$ cat src/rtl/dc_time_pkg.sv
package dc_time_pkg;
  localparam int TIME_W    = 64;
  localparam int REG_W     = 32;
  localparam int ADDR_W    = 5;
  localparam int NUM_PORTS = 4;
  localparam int STEP_W    = 8;
  localparam int PORT_PAIR = 8;

  typedef enum logic [3:0] {
    PAIR_LOCAL  = 4'd0,
    PAIR_SYS    = 4'd1,
    PAIR_OFFSET = 4'd2,
    PAIR_DELAY  = 4'd3,
    PAIR_DIFF   = 4'd4,
    PAIR_FILT   = 4'd5
  } pair_e;
endpackage

$ cat src/rtl/dc_step_ctrl.sv
module dc_step_ctrl #(
  parameter int TIME_W     = 64,
  parameter int FILT_W     = 32,
  parameter int FILT_SHIFT = 4,
  parameter int PACE_W     = 4,
  parameter int DEAD_BAND  = 4,
  parameter int STEP_NOM   = 10,
  parameter int STEP_W     = 8
) (
  input  logic                     clk_i,
  input  logic                     rst_ni,
  input  logic                     smp_valid_i,
  input  logic [TIME_W-1:0]        smp_i,
  output logic signed [FILT_W-1:0] filt_o,
  output logic [STEP_W-1:0]        step_o
);
  localparam int EXT_W = TIME_W - FILT_W + 1;
  localparam logic signed [TIME_W-1:0] SAT_HI = {{EXT_W{1'b0}}, {(FILT_W-1){1'b1}}};
  localparam logic signed [TIME_W-1:0] SAT_LO = {{EXT_W{1'b1}}, {(FILT_W-1){1'b0}}};
  localparam logic signed [FILT_W-1:0] DB_P = FILT_W'(DEAD_BAND);
  localparam logic signed [FILT_W-1:0] DB_N = -DB_P;

  logic signed [FILT_W-1:0] filt_q, smp_sat;
  logic signed [FILT_W:0]   delta, delta_sh;
  logic [PACE_W-1:0]        pace_q;

  always_comb begin
    if ($signed(smp_i) > SAT_HI)      smp_sat = {1'b0, {(FILT_W-1){1'b1}}};
    else if ($signed(smp_i) < SAT_LO) smp_sat = {1'b1, {(FILT_W-1){1'b0}}};
    else                              smp_sat = smp_i[FILT_W-1:0];
    delta    = {smp_sat[FILT_W-1], smp_sat} - {filt_q[FILT_W-1], filt_q};
    delta_sh = delta >>> FILT_SHIFT;
  end

  always_ff @(posedge clk_i or negedge rst_ni) begin
    if (!rst_ni) begin
      filt_q <= '0;
      pace_q <= '0;
    end else begin
      pace_q <= pace_q + 1'b1;
      if (smp_valid_i) filt_q <= filt_q + delta_sh[FILT_W-1:0];
    end
  end

  // one adjusted tick per pace period bounds the slew
  always_comb begin
    step_o = STEP_W'(STEP_NOM);
    if (&pace_q) begin
      if (filt_q > DB_P)      step_o = STEP_W'(STEP_NOM - 1);
      else if (filt_q < DB_N) step_o = STEP_W'(STEP_NOM + 1);
    end
  end

  assign filt_o = filt_q;
endmodule

$ cat src/rtl/dc_port_stamp.sv
module dc_port_stamp #(
  parameter int TIME_W    = 64,
  parameter int NUM_PORTS = 4
) (
  input  logic              clk_i,
  input  logic              rst_ni,
  input  logic [NUM_PORTS-1:0] rx_i,
  input  logic [TIME_W-1:0] local_i,
  output logic [TIME_W-1:0] stamp_o [NUM_PORTS]
);
  for (genvar p = 0; p < NUM_PORTS; p++) begin : g_port
    logic [TIME_W-1:0] stamp_q;
    always_ff @(posedge clk_i or negedge rst_ni) begin
      if (!rst_ni)      stamp_q <= '0;
      else if (rx_i[p]) stamp_q <= local_i;
    end
    assign stamp_o[p] = stamp_q;
  end
endmodule

$ cat src/rtl/dc_reg_if.sv
module dc_reg_if
  import dc_time_pkg::*;
#(
  parameter int TIME_W    = 64,
  parameter int ADDR_W    = 5,
  parameter int NUM_PORTS = 4,
  parameter int FILT_W    = 32
) (
  input  logic                     clk_i,
  input  logic                     rst_ni,
  input  logic                     we_i,
  input  logic                     re_i,
  input  logic [ADDR_W-1:0]        addr_i,
  input  logic [TIME_W/2-1:0]      wdata_i,
  output logic [TIME_W/2-1:0]      rdata_o,
  input  logic [TIME_W-1:0]        local_i,
  input  logic [TIME_W-1:0]        sys_i,
  input  logic [TIME_W-1:0]        diff_i,
  input  logic signed [FILT_W-1:0] filt_i,
  input  logic [TIME_W-1:0]        stamp_i [NUM_PORTS],
  output logic [TIME_W-1:0]        offset_o,
  output logic [TIME_W-1:0]        delay_o
);
  localparam int HALF   = TIME_W / 2;
  localparam int PAIR_W = ADDR_W - 1;

  logic [PAIR_W-1:0] pair;
  logic              hi_sel;
  logic [TIME_W-1:0] val, offset_q, delay_q;
  logic [HALF-1:0]   snap_q;

  assign pair   = addr_i[ADDR_W-1:1];
  assign hi_sel = addr_i[0];

  always_comb begin
    val = '0;
    case (pair)
      PAIR_W'(PAIR_LOCAL):  val = local_i;
      PAIR_W'(PAIR_SYS):    val = sys_i;
      PAIR_W'(PAIR_OFFSET): val = offset_q;
      PAIR_W'(PAIR_DELAY):  val = delay_q;
      PAIR_W'(PAIR_DIFF):   val = diff_i;
      PAIR_W'(PAIR_FILT):   val = {{(TIME_W-FILT_W){filt_i[FILT_W-1]}}, filt_i};
      default:              val = '0;
    endcase
    for (int p = 0; p < NUM_PORTS; p++)
      if (pair == PAIR_W'(PORT_PAIR + p)) val = stamp_i[p];
  end

  assign rdata_o = hi_sel ? snap_q : val[HALF-1:0];

  always_ff @(posedge clk_i or negedge rst_ni) begin
    if (!rst_ni) begin
      snap_q   <= '0;
      offset_q <= '0;
      delay_q  <= '0;
    end else begin
      if (re_i && !hi_sel) snap_q <= val[TIME_W-1:HALF];
      if (we_i && pair == PAIR_W'(PAIR_OFFSET)) begin
        if (hi_sel) offset_q[TIME_W-1:HALF] <= wdata_i;
        else        offset_q[HALF-1:0]      <= wdata_i;
      end
      if (we_i && pair == PAIR_W'(PAIR_DELAY)) begin
        if (hi_sel) delay_q[TIME_W-1:HALF] <= wdata_i;
        else        delay_q[HALF-1:0]      <= wdata_i;
      end
    end
  end

  assign offset_o = offset_q;
  assign delay_o  = delay_q;
endmodule

$ cat src/rtl/dc_time_unit.sv
module dc_time_unit #(
  parameter int TIME_W     = 64,
  parameter int ADDR_W     = 5,
  parameter int NUM_PORTS  = 4,
  parameter int FILT_W     = 32,
  parameter int FILT_SHIFT = 4,
  parameter int PACE_W     = 4,
  parameter int DEAD_BAND  = 4,
  parameter int STEP_NOM   = 10,
  parameter int STEP_W     = 8
) (
  input  logic                 clk_i,
  input  logic                 rst_ni,
  input  logic                 reg_we_i,
  input  logic                 reg_re_i,
  input  logic [ADDR_W-1:0]    reg_addr_i,
  input  logic [TIME_W/2-1:0]  reg_wdata_i,
  output logic [TIME_W/2-1:0]  reg_rdata_o,
  input  logic [NUM_PORTS-1:0] port_rx_i,
  input  logic                 ref_valid_i,
  input  logic [TIME_W-1:0]    ref_time_i,
  output logic [TIME_W-1:0]    sys_time_o
);
  logic [TIME_W-1:0]        local_q, diff_q, offset_q, delay_q, diff_now;
  logic [TIME_W-1:0]        stamp_q [NUM_PORTS];
  logic signed [FILT_W-1:0] filt;
  logic [STEP_W-1:0]        step;

  assign sys_time_o = local_q + offset_q;
  assign diff_now   = sys_time_o - (ref_time_i + delay_q);

  always_ff @(posedge clk_i or negedge rst_ni) begin
    if (!rst_ni) begin
      local_q <= '0;
      diff_q  <= '0;
    end else begin
      local_q <= local_q + TIME_W'(step);
      if (ref_valid_i) diff_q <= diff_now;
    end
  end

  dc_step_ctrl #(
    .TIME_W(TIME_W), .FILT_W(FILT_W), .FILT_SHIFT(FILT_SHIFT), .PACE_W(PACE_W),
    .DEAD_BAND(DEAD_BAND), .STEP_NOM(STEP_NOM), .STEP_W(STEP_W)
  ) u_step (
    .clk_i(clk_i), .rst_ni(rst_ni), .smp_valid_i(ref_valid_i), .smp_i(diff_now),
    .filt_o(filt), .step_o(step)
  );

  dc_port_stamp #(.TIME_W(TIME_W), .NUM_PORTS(NUM_PORTS)) u_stamp (
    .clk_i(clk_i), .rst_ni(rst_ni), .rx_i(port_rx_i), .local_i(local_q), .stamp_o(stamp_q)
  );

  dc_reg_if #(
    .TIME_W(TIME_W), .ADDR_W(ADDR_W), .NUM_PORTS(NUM_PORTS), .FILT_W(FILT_W)
  ) u_regs (
    .clk_i(clk_i), .rst_ni(rst_ni), .we_i(reg_we_i), .re_i(reg_re_i),
    .addr_i(reg_addr_i), .wdata_i(reg_wdata_i), .rdata_o(reg_rdata_o),
    .local_i(local_q), .sys_i(sys_time_o), .diff_i(diff_q), .filt_i(filt),
    .stamp_i(stamp_q), .offset_o(offset_q), .delay_o(delay_q)
  );
endmodule

$ cat config.mk
export PLATFORM = sky130hd
export DESIGN_NAME = dc_time_unit
export DESIGN_NICKNAME = d
export VERILOG_FILES = /design/src/rtl/dc_time_pkg.sv /design/src/rtl/dc_step_ctrl.sv /design/src/rtl/dc_port_stamp.sv /design/src/rtl/dc_reg_if.sv /design/src/rtl/dc_time_unit.sv
export SDC_FILE = /design/constraint.sdc
export NUM_CORES = 1
export LEC_CHECK = 0
export BUFFER_PORTS_ARGS = -buffer_cell sky130_fd_sc_hd__buf_4
export CAP_MARGIN = 20
export CORE_MARGIN = 2
export CORE_UTILIZATION = 40
export DETAILED_ROUTE_END_ITERATION = 10
export PLACE_DENSITY = 0.61
export SLEW_MARGIN = 20
export SYNTH_ARGS = -nofsm -noshare
export SYNTH_HDL_FRONTEND = slang
export SYNTH_HIERARCHICAL = 1
export SYNTH_SLANG_ARGS = --single-unit
$ cat constraint.sdc
create_clock -name clk_i -period 14.75 [get_ports clk_i]
set_clock_uncertainty 0.15 [all_clocks]
set_input_delay 0.7375 -clock clk_i [delete_from_list [all_inputs] [get_ports clk_i]]
set_output_delay 0.7375 -clock clk_i [all_outputs]
set_load 0.05 [all_outputs]
==> results of run 1 <==
## cells by family after synthesis
logic type | after synthesis | share of synthesized area [%]
DFF | 580 | 34.75
other | 2 | 0.01798
buffers and inverters | 472 | 5.797
muxes | 577 | 16.59
AOI/OAI and AO/OA | 1002 | 16.45
and+or+nand+nor | 1019 | 12.36
adders and majority gates | 265 | 9.126
xor gates and xnor gates | 234 | 4.907
## Yosys cell counts (27+ instances only)
master / number / area [um^2]
nor2b_1: 33 / 206.5
o21ai_1: 39 / 195.2
buf_4: 27 / 202.7
and3b_1: 34 / 297.8
nor4_1: 27 / 168.9
a21o_1: 93 / 698.2
nand2_1: 364 / 1366
clkbuf_1: 101 / 379.1
nor3_1: 36 / 180.2
mux2_2: 416 / 4684
xnor2_1: 150 / 1314
a2bb2oi_1: 33 / 289.0
mux2_4: 48 / 720.7
fa_1: 66 / 1321
buf_6: 27 / 304.0
mux2i_1: 59 / 590.6
nor2_1: 179 / 671.9
nand2b_1: 53 / 331.6
ha_1: 199 / 2490
and3_1: 49 / 306.5
a21oi_1: 266 / 1331
nand4_1: 66 / 412.9
xor2_1: 84 / 735.7
o21ai_0: 213 / 1066
inv_1: 230 / 863.3
buf_2: 49 / 245.2
mux4_2: 29 / 653.1
nand3_1: 90 / 450.4
dfrtp_1: 580 / 14510
## layer usage
metal,track usage [%],up-vias,part of all wire (%)
met1,41.24,17312,44
met3,5.401,313,8.4
met2,40.98,1578,42
li1,-,15242,-
met4,14.69,6,5.8
met5,0,-,0.024
## worst max-delay path, delay by kind of cell (launching register included)
kind	cells	cell delay, ns
compound gates	27	6.87
xor+xnor	4	1.03
fa+ha+maj	5	1.79
buf+inv	1	0.33
flops	1	0.63
simple gates	10	2.50
## through the flow
| stage | instances | util [%] |
|---|---|---|
| floorplan | 4155 | - |
| global route | 5676 | 44.84 |
| detailed placement | 5554 | 42.49 |
| global placement | 5553 | 42.47 |
| finish | 5677 | 44.84 |
| CTS | 5676 | 44.83 |
## path summary, 6_finish.rpt
path / slack, ns / to / from
min in group clk_i: 0.26 / u_regs/offset_o[31] / reg_wdata_i[31]
max in group asynchronous: 12.23 / u_regs/delay_o[27] / rst_ni
worst min register to register: 0.30 / u_step/pace_q[0] / u_step/pace_q[0]
worst min-delay path: -0.03 / u_step/filt_o[16] / rst_ni
worst max register to register: 1.31 / u_step/filt_o[31] / local_q[9]
worst max-delay path: 1.31 / u_step/filt_o[31] / local_q[9]
## registers in the layout (all words and copies together), names as in the netlist
name                    cells
u_stamp/g_port.stamp_q    256
diff_q                     64
local_q                    64
u_regs/delay_o             64
u_regs/offset_o            64
u_regs/snap_q              32
u_step/filt_o              32
u_step/pace_q               4
## final cells by class
| cell class | instances | area (um^2) | area share [%] |
|---|---|---|---|
| diodes | 1 | 2.502 | 0.005392 |
| clock buffers | 87 | 1947 | 4.195 |
| clock inverters | 35 | 478.0 | 1.030 |
| inverters | 233 | 874.6 | 1.885 |
| multi-input cells | 3103 | 24880 | 53.62 |
| flip-flops and latches | 580 | 14510 | 31.28 |
| well taps | 1380 | 1727 | 3.721 |
| repair buffers | 258 | 1981 | 4.268 |
## cells in the final DEF, fill, tap and decap left out, types with 36 or more instances in the layout
| master | n |
|---|---|
| a21o_1 | 93 |
| xnor2_1 | 150 |
| fa_1 | 66 |
| dfrtp_1 | 580 |
| nand3_1 | 89 |
| nand2_1 | 364 |
| mux2i_1 | 59 |
| and3_1 | 48 |
| nand4_1 | 66 |
| nand2b_1 | 52 |
| inv_1 | 229 |
| mux2_4 | 48 |
| nor2_1 | 179 |
| o21ai_0 | 213 |
| buf_4 | 253 |
| nor3_1 | 36 |
| ha_1 | 199 |
| a21oi_1 | 266 |
| o21ai_1 | 39 |
| clkbuf_16 | 71 |
| xor2_1 | 84 |
| mux2_2 | 416 |
==> results_dict.tcl, run 1 <==
set metrics [dict create \
    place_congestion 1.007 \
    io_buffers 205 \
    synth_area_mm2 0.04176 \
    cts-resized-gates 0 \
    rsz0062_at_grt "false" \
    globalRouteTotalUtil_pct 28.70 \
    fin_setup_tns_ns 0 \
    antenna_found_initial 6 \
    cts_root_buf "clkbuf_16" \
    yosysSeqAreaShare_pct 34.75 \
    cp.required_ns 15.14 \
    worstPathMaxFanout 30 \
    fin_area_mm2 0.04641 \
    grt_pass1_wl_um 228400 \
    grt_pass1_vias 33082 \
    wire_per_inst_um 27.50 \
    hp-class "in -> async" \
    core_area_mm2 0.1035 \
    cts_buffer_depth 3 \
    clk_latency_ns 0.64 \
    ioPinCount 206 \
    start_kind "flop" \
    cts_hold_buffers 0 \
    wl_um 156100 \
    avgSynthCellArea_um2 10.06 \
    path_clk_slew_ns 0.06 \
    period_minus_slack_ns 13.44 \
    relSlewSlack_pct 22.23 \
    period_share_pct 91.09 \
    nets 4621 \
    synth_cell_types 118 \
    syn_inst 4151 \
    drc_errors 0 \
    die_area_mm2 0.1070 \
    grt-ovfl-total 0 \
    ys.warnings.count 6 \
    areaGrowthSynthToFinish_pct 11.12 \
    postPlaceCellArea_mm2 0.04397 \
    rows 118 \
    async_flop_share_pct 100.0 \
    nFillCells 9876 \
    fin_ws_ns 1.314 \
    worst_pin_slew_ns 1.159 \
    synth-seq-cells 580 \
    critical-path-max-stage-delay_ns 0.63 \
    grt_max_degree 147 \
    synth_edf_count 0 \
    slowest_stage "dfrtp_1" \
    via_count 34451 \
    cts_sinks 580 \
    hpwl_um 117600 \
    cts_tree "built" \
    hold_violations 24 \
    setup_violations 0 \
    postCtsSetupBuffers 0 \
    status "finished with violations" \
    ys.flop_type "dfrtp_1" \
    die_w_um 327.1 \
    vias_per_cell 6.069 \
    initial_core_util_pct 40.35 \
    reg2regPathDepth 47 \
    critical_path_class "reg -> reg" \
    maxSlewViolCount 0 \
    holdWs_ns -0.03347 \
    critPathArrivalTime_ns 13.83 \
    htree_levels 3 \
    violations "hold timing" \
    die_h_um 327.1 \
    ant_nets 0 \
    drtIter0Drc 3841 \
    drive_above_1_share_pct 22.32 \
    first_pass_iters 7 \
    numCtsBuffers 70 \
    cp-end-kind "flop" \
    pre_cts_ws_ns 1.670 \
    max_freq_ghz 0.07443 \
    cap_violations 0 \
]
Power of run 1 is left out: the tool's default activity adds up to more than one toggle a clock period on the data nets, which glitch-free logic cannot reach.
==> run 2: changes to the inputs <==
Settings changed: ABC_AREA from default to 1.
==> run 2 against run 1 <==
Routed wire length is 26% higher; the flow now finishes without violations; highest routed layer unchanged; area after synthesis is 5.8% higher; critical path depth is 4 higher; first-iteration DRC count increased by 22%.
==> results_dict.tcl, run 2 <==
set metrics [dict create \
    hp-class "in -> reg" \
    io_buffers 205 \
    status "complete, no violations" \
    grt-ovfl-total 0 \
    fin_ws_ns 3.104 \
    met1_length_um 87300 \
    critical-path-max-stage-delay_ns 0.71 \
    cts-resized-gates 0 \
    synth_edf_count 0 \
    critPathArrivalTime_ns 12.02 \
    synth.most_common_cell "nand2_1" \
    cts_hold_buffers 0 \
    rsz0062_at_grt "false" \
    setup_violations 0 \
    worstPathMaxFanout 22 \
    core_area_mm2 0.1093 \
    ys.flop_type "dfrtp_1" \
    maxSlewViolCount 0 \
    drtIter0Drc 4669 \
    areaGrowthSynthToFinish_pct 11.63 \
    period_share_pct 78.96 \
    synth_commonest_cells "nand2_1, inv_1, dfrtp_1" \
    wire_per_inst_um 23.93 \
    yosysSeqAreaShare_pct 32.84 \
    cts_root_buf "clkbuf_16" \
    yosys.area.top_type "dfrtp_1" \
    die_w_um 336.4 \
    slowest_stage "xor2_1" \
    synth_area_leaders "dfrtp_1, nand2_1, inv_1" \
    nFillCells 11611 \
    nets 7032 \
    initial_core_util_pct 40.44 \
    fin_setup_tns_ns 0 \
    die_h_um 336.4 \
    wl_um 196100 \
    netlist.area_leader.share_pct 32.84 \
    critical_path_class "reg -> reg" \
    async_flop_share_pct 100.0 \
    ys.warnings.count 6 \
    layout_common_cells "nand2_1, inv_1, dfrtp_1" \
    hpwl_um 153700 \
    synth_cell_types 67 \
    grt_pass1_wl_um 283300 \
    antenna_found_initial 6 \
    htree_levels 3 \
    grt_pass1_vias 41429 \
    numCtsBuffers 74 \
    cts_buffer_depth 3 \
    first_pass_iters 6 \
    via_count 44471 \
    cts_tree "built" \
    max_freq_ghz 0.08586 \
    pre_cts_ws_ns 3.307 \
    worst_pin_slew_ns 1.204 \
    synth_area_mm2 0.04420 \
    drive_above_1_share_pct 7.715 \
    vias_per_cell 5.427 \
    start_kind "flop" \
    globalRouteTotalUtil_pct 34.11 \
    cts_sinks 580 \
    syn_inst 6550 \
    rows 121 \
    synth-seq-cells 580 \
    drc_errors 0 \
    grt_max_degree 129 \
    ant_nets 0 \
    avgSynthCellArea_um2 6.748 \
    ioPinCount 206 \
    final_common_cell "nand2_1" \
    r2r_slack_ns 3.10 \
    crit_top_cell "nand2_1" \
    wl_met2_um 87260 \
    largest_register "u_stamp/g_port.stamp_q" \
    wl_met3_um 15570 \
    cap_violations 0 \
    path_clk_slew_ns 0.06 \
    period_minus_slack_ns 11.65 \
    clk_latency_ns 0.66 \
    hold_violations 0 \
    place_congestion 1.013 \
    cp.required_ns 15.12 \
    postCtsSetupBuffers 0 \
    largest_register_ff_count 256 \
    cp-end-kind "flop" \
    relSlewSlack_pct 19.16 \
    top_layer "met5" \
    die_area_mm2 0.1132 \
]
-- run 2: cell count changes after synthesis, sizes merged, moves of 41 or more --
| cell | change |
|---|---|
| a21o | -65 |
| and3 | -46 |
| a21oi | +135 |
| nor2 | +270 |
| inv | +554 |
| mux2 | -489 |
| xnor2 | -92 |
| nand2b | -52 |
| nand2 | +2053 |
| mux2i | -59 |
| o21ai | +108 |
| nand3 | +424 |
| xor2 | +69 |
| a221oi | -41 |
-- run 2: layer usage --
layer,global-route usage (%),vias up
met5,0,-
met4,10.24,4
met3,5.711,246
met2,53.36,1864
met1,48.21,21332
li1,-,21025
-- run 2: stage by stage --
step,utilization (%),area [um^2],instances,hold WS (ns)
2_1_floorplan,-,44220,6554,0.2724
3_3_place_gp,42.80,46780,8055,0.2943
3_5_place_dp,42.80,46780,8055,0.3021
4_1_cts,45.11,49310,8188,0.01191
5_1_grt,45.13,49330,8190,0.2560
6_report,45.14,49340,8194,0.2587
-- run 2: kinds of logic after synthesis --
logic type | Yosys count | synth area share [%]
and+or+nand+nor | 3566 | 33.43
buffers and inverters | 1020 | 9.607
AOI/OAI and AO/OA | 906 | 11.29
DFF | 580 | 32.84
adders and majority gates | 265 | 8.622
xor gates and xnor gates | 211 | 4.198
other | 2 | 0.01699
-- run 2: path summary, 6_finish.rpt --
kind                                        from                           end  depth (start not counted)
min in group asynchronous                 rst_ni                    diff_q[58]                          2
worst max-delay path                 local_q[14]             u_step/filt_o[30]                         51
max in group asynchronous                 rst_ni  u_stamp/g_port[3].stamp_q[8]                          5
worst min-delay path                port_rx_i[1]  u_stamp/g_port[1].stamp_q[5]                          4
worst max register to register       local_q[14]             u_step/filt_o[30]                         51
worst min register to register  u_step/pace_q[0]              u_step/pace_q[0]                          1
-- run 2: final cells by class --
| class | count | area (um^2) | share of cell area [%] |
|---|---|---|---|
| Clock inverter | 22 | 306.5 | 0.6212 |
| Inverter | 786 | 2950 | 5.979 |
| Timing Repair Buffer | 261 | 1989 | 4.032 |
| Tap cell | 1476 | 1847 | 3.743 |
| Antenna cell | 4 | 10.01 | 0.02029 |
| Multi-Input combinational cell | 4954 | 25500 | 51.68 |
| Sequential cell | 580 | 14510 | 29.41 |
| Clock buffer | 111 | 2223 | 4.506 |
-- run 2: critical path, delay by kind of cell (launching register included) --
family,cells,cell delay (ns)
AO/OA/AOI/OAI,13,3.40
adder cells (fa/ha/maj),5,2.06
buffers and inverters,1,0.33
XOR/XNOR,2,0.86
flip-flops,1,0.54
AND/OR/NAND/NOR,30,4.19
Power of run 2 is left out for the same reason.
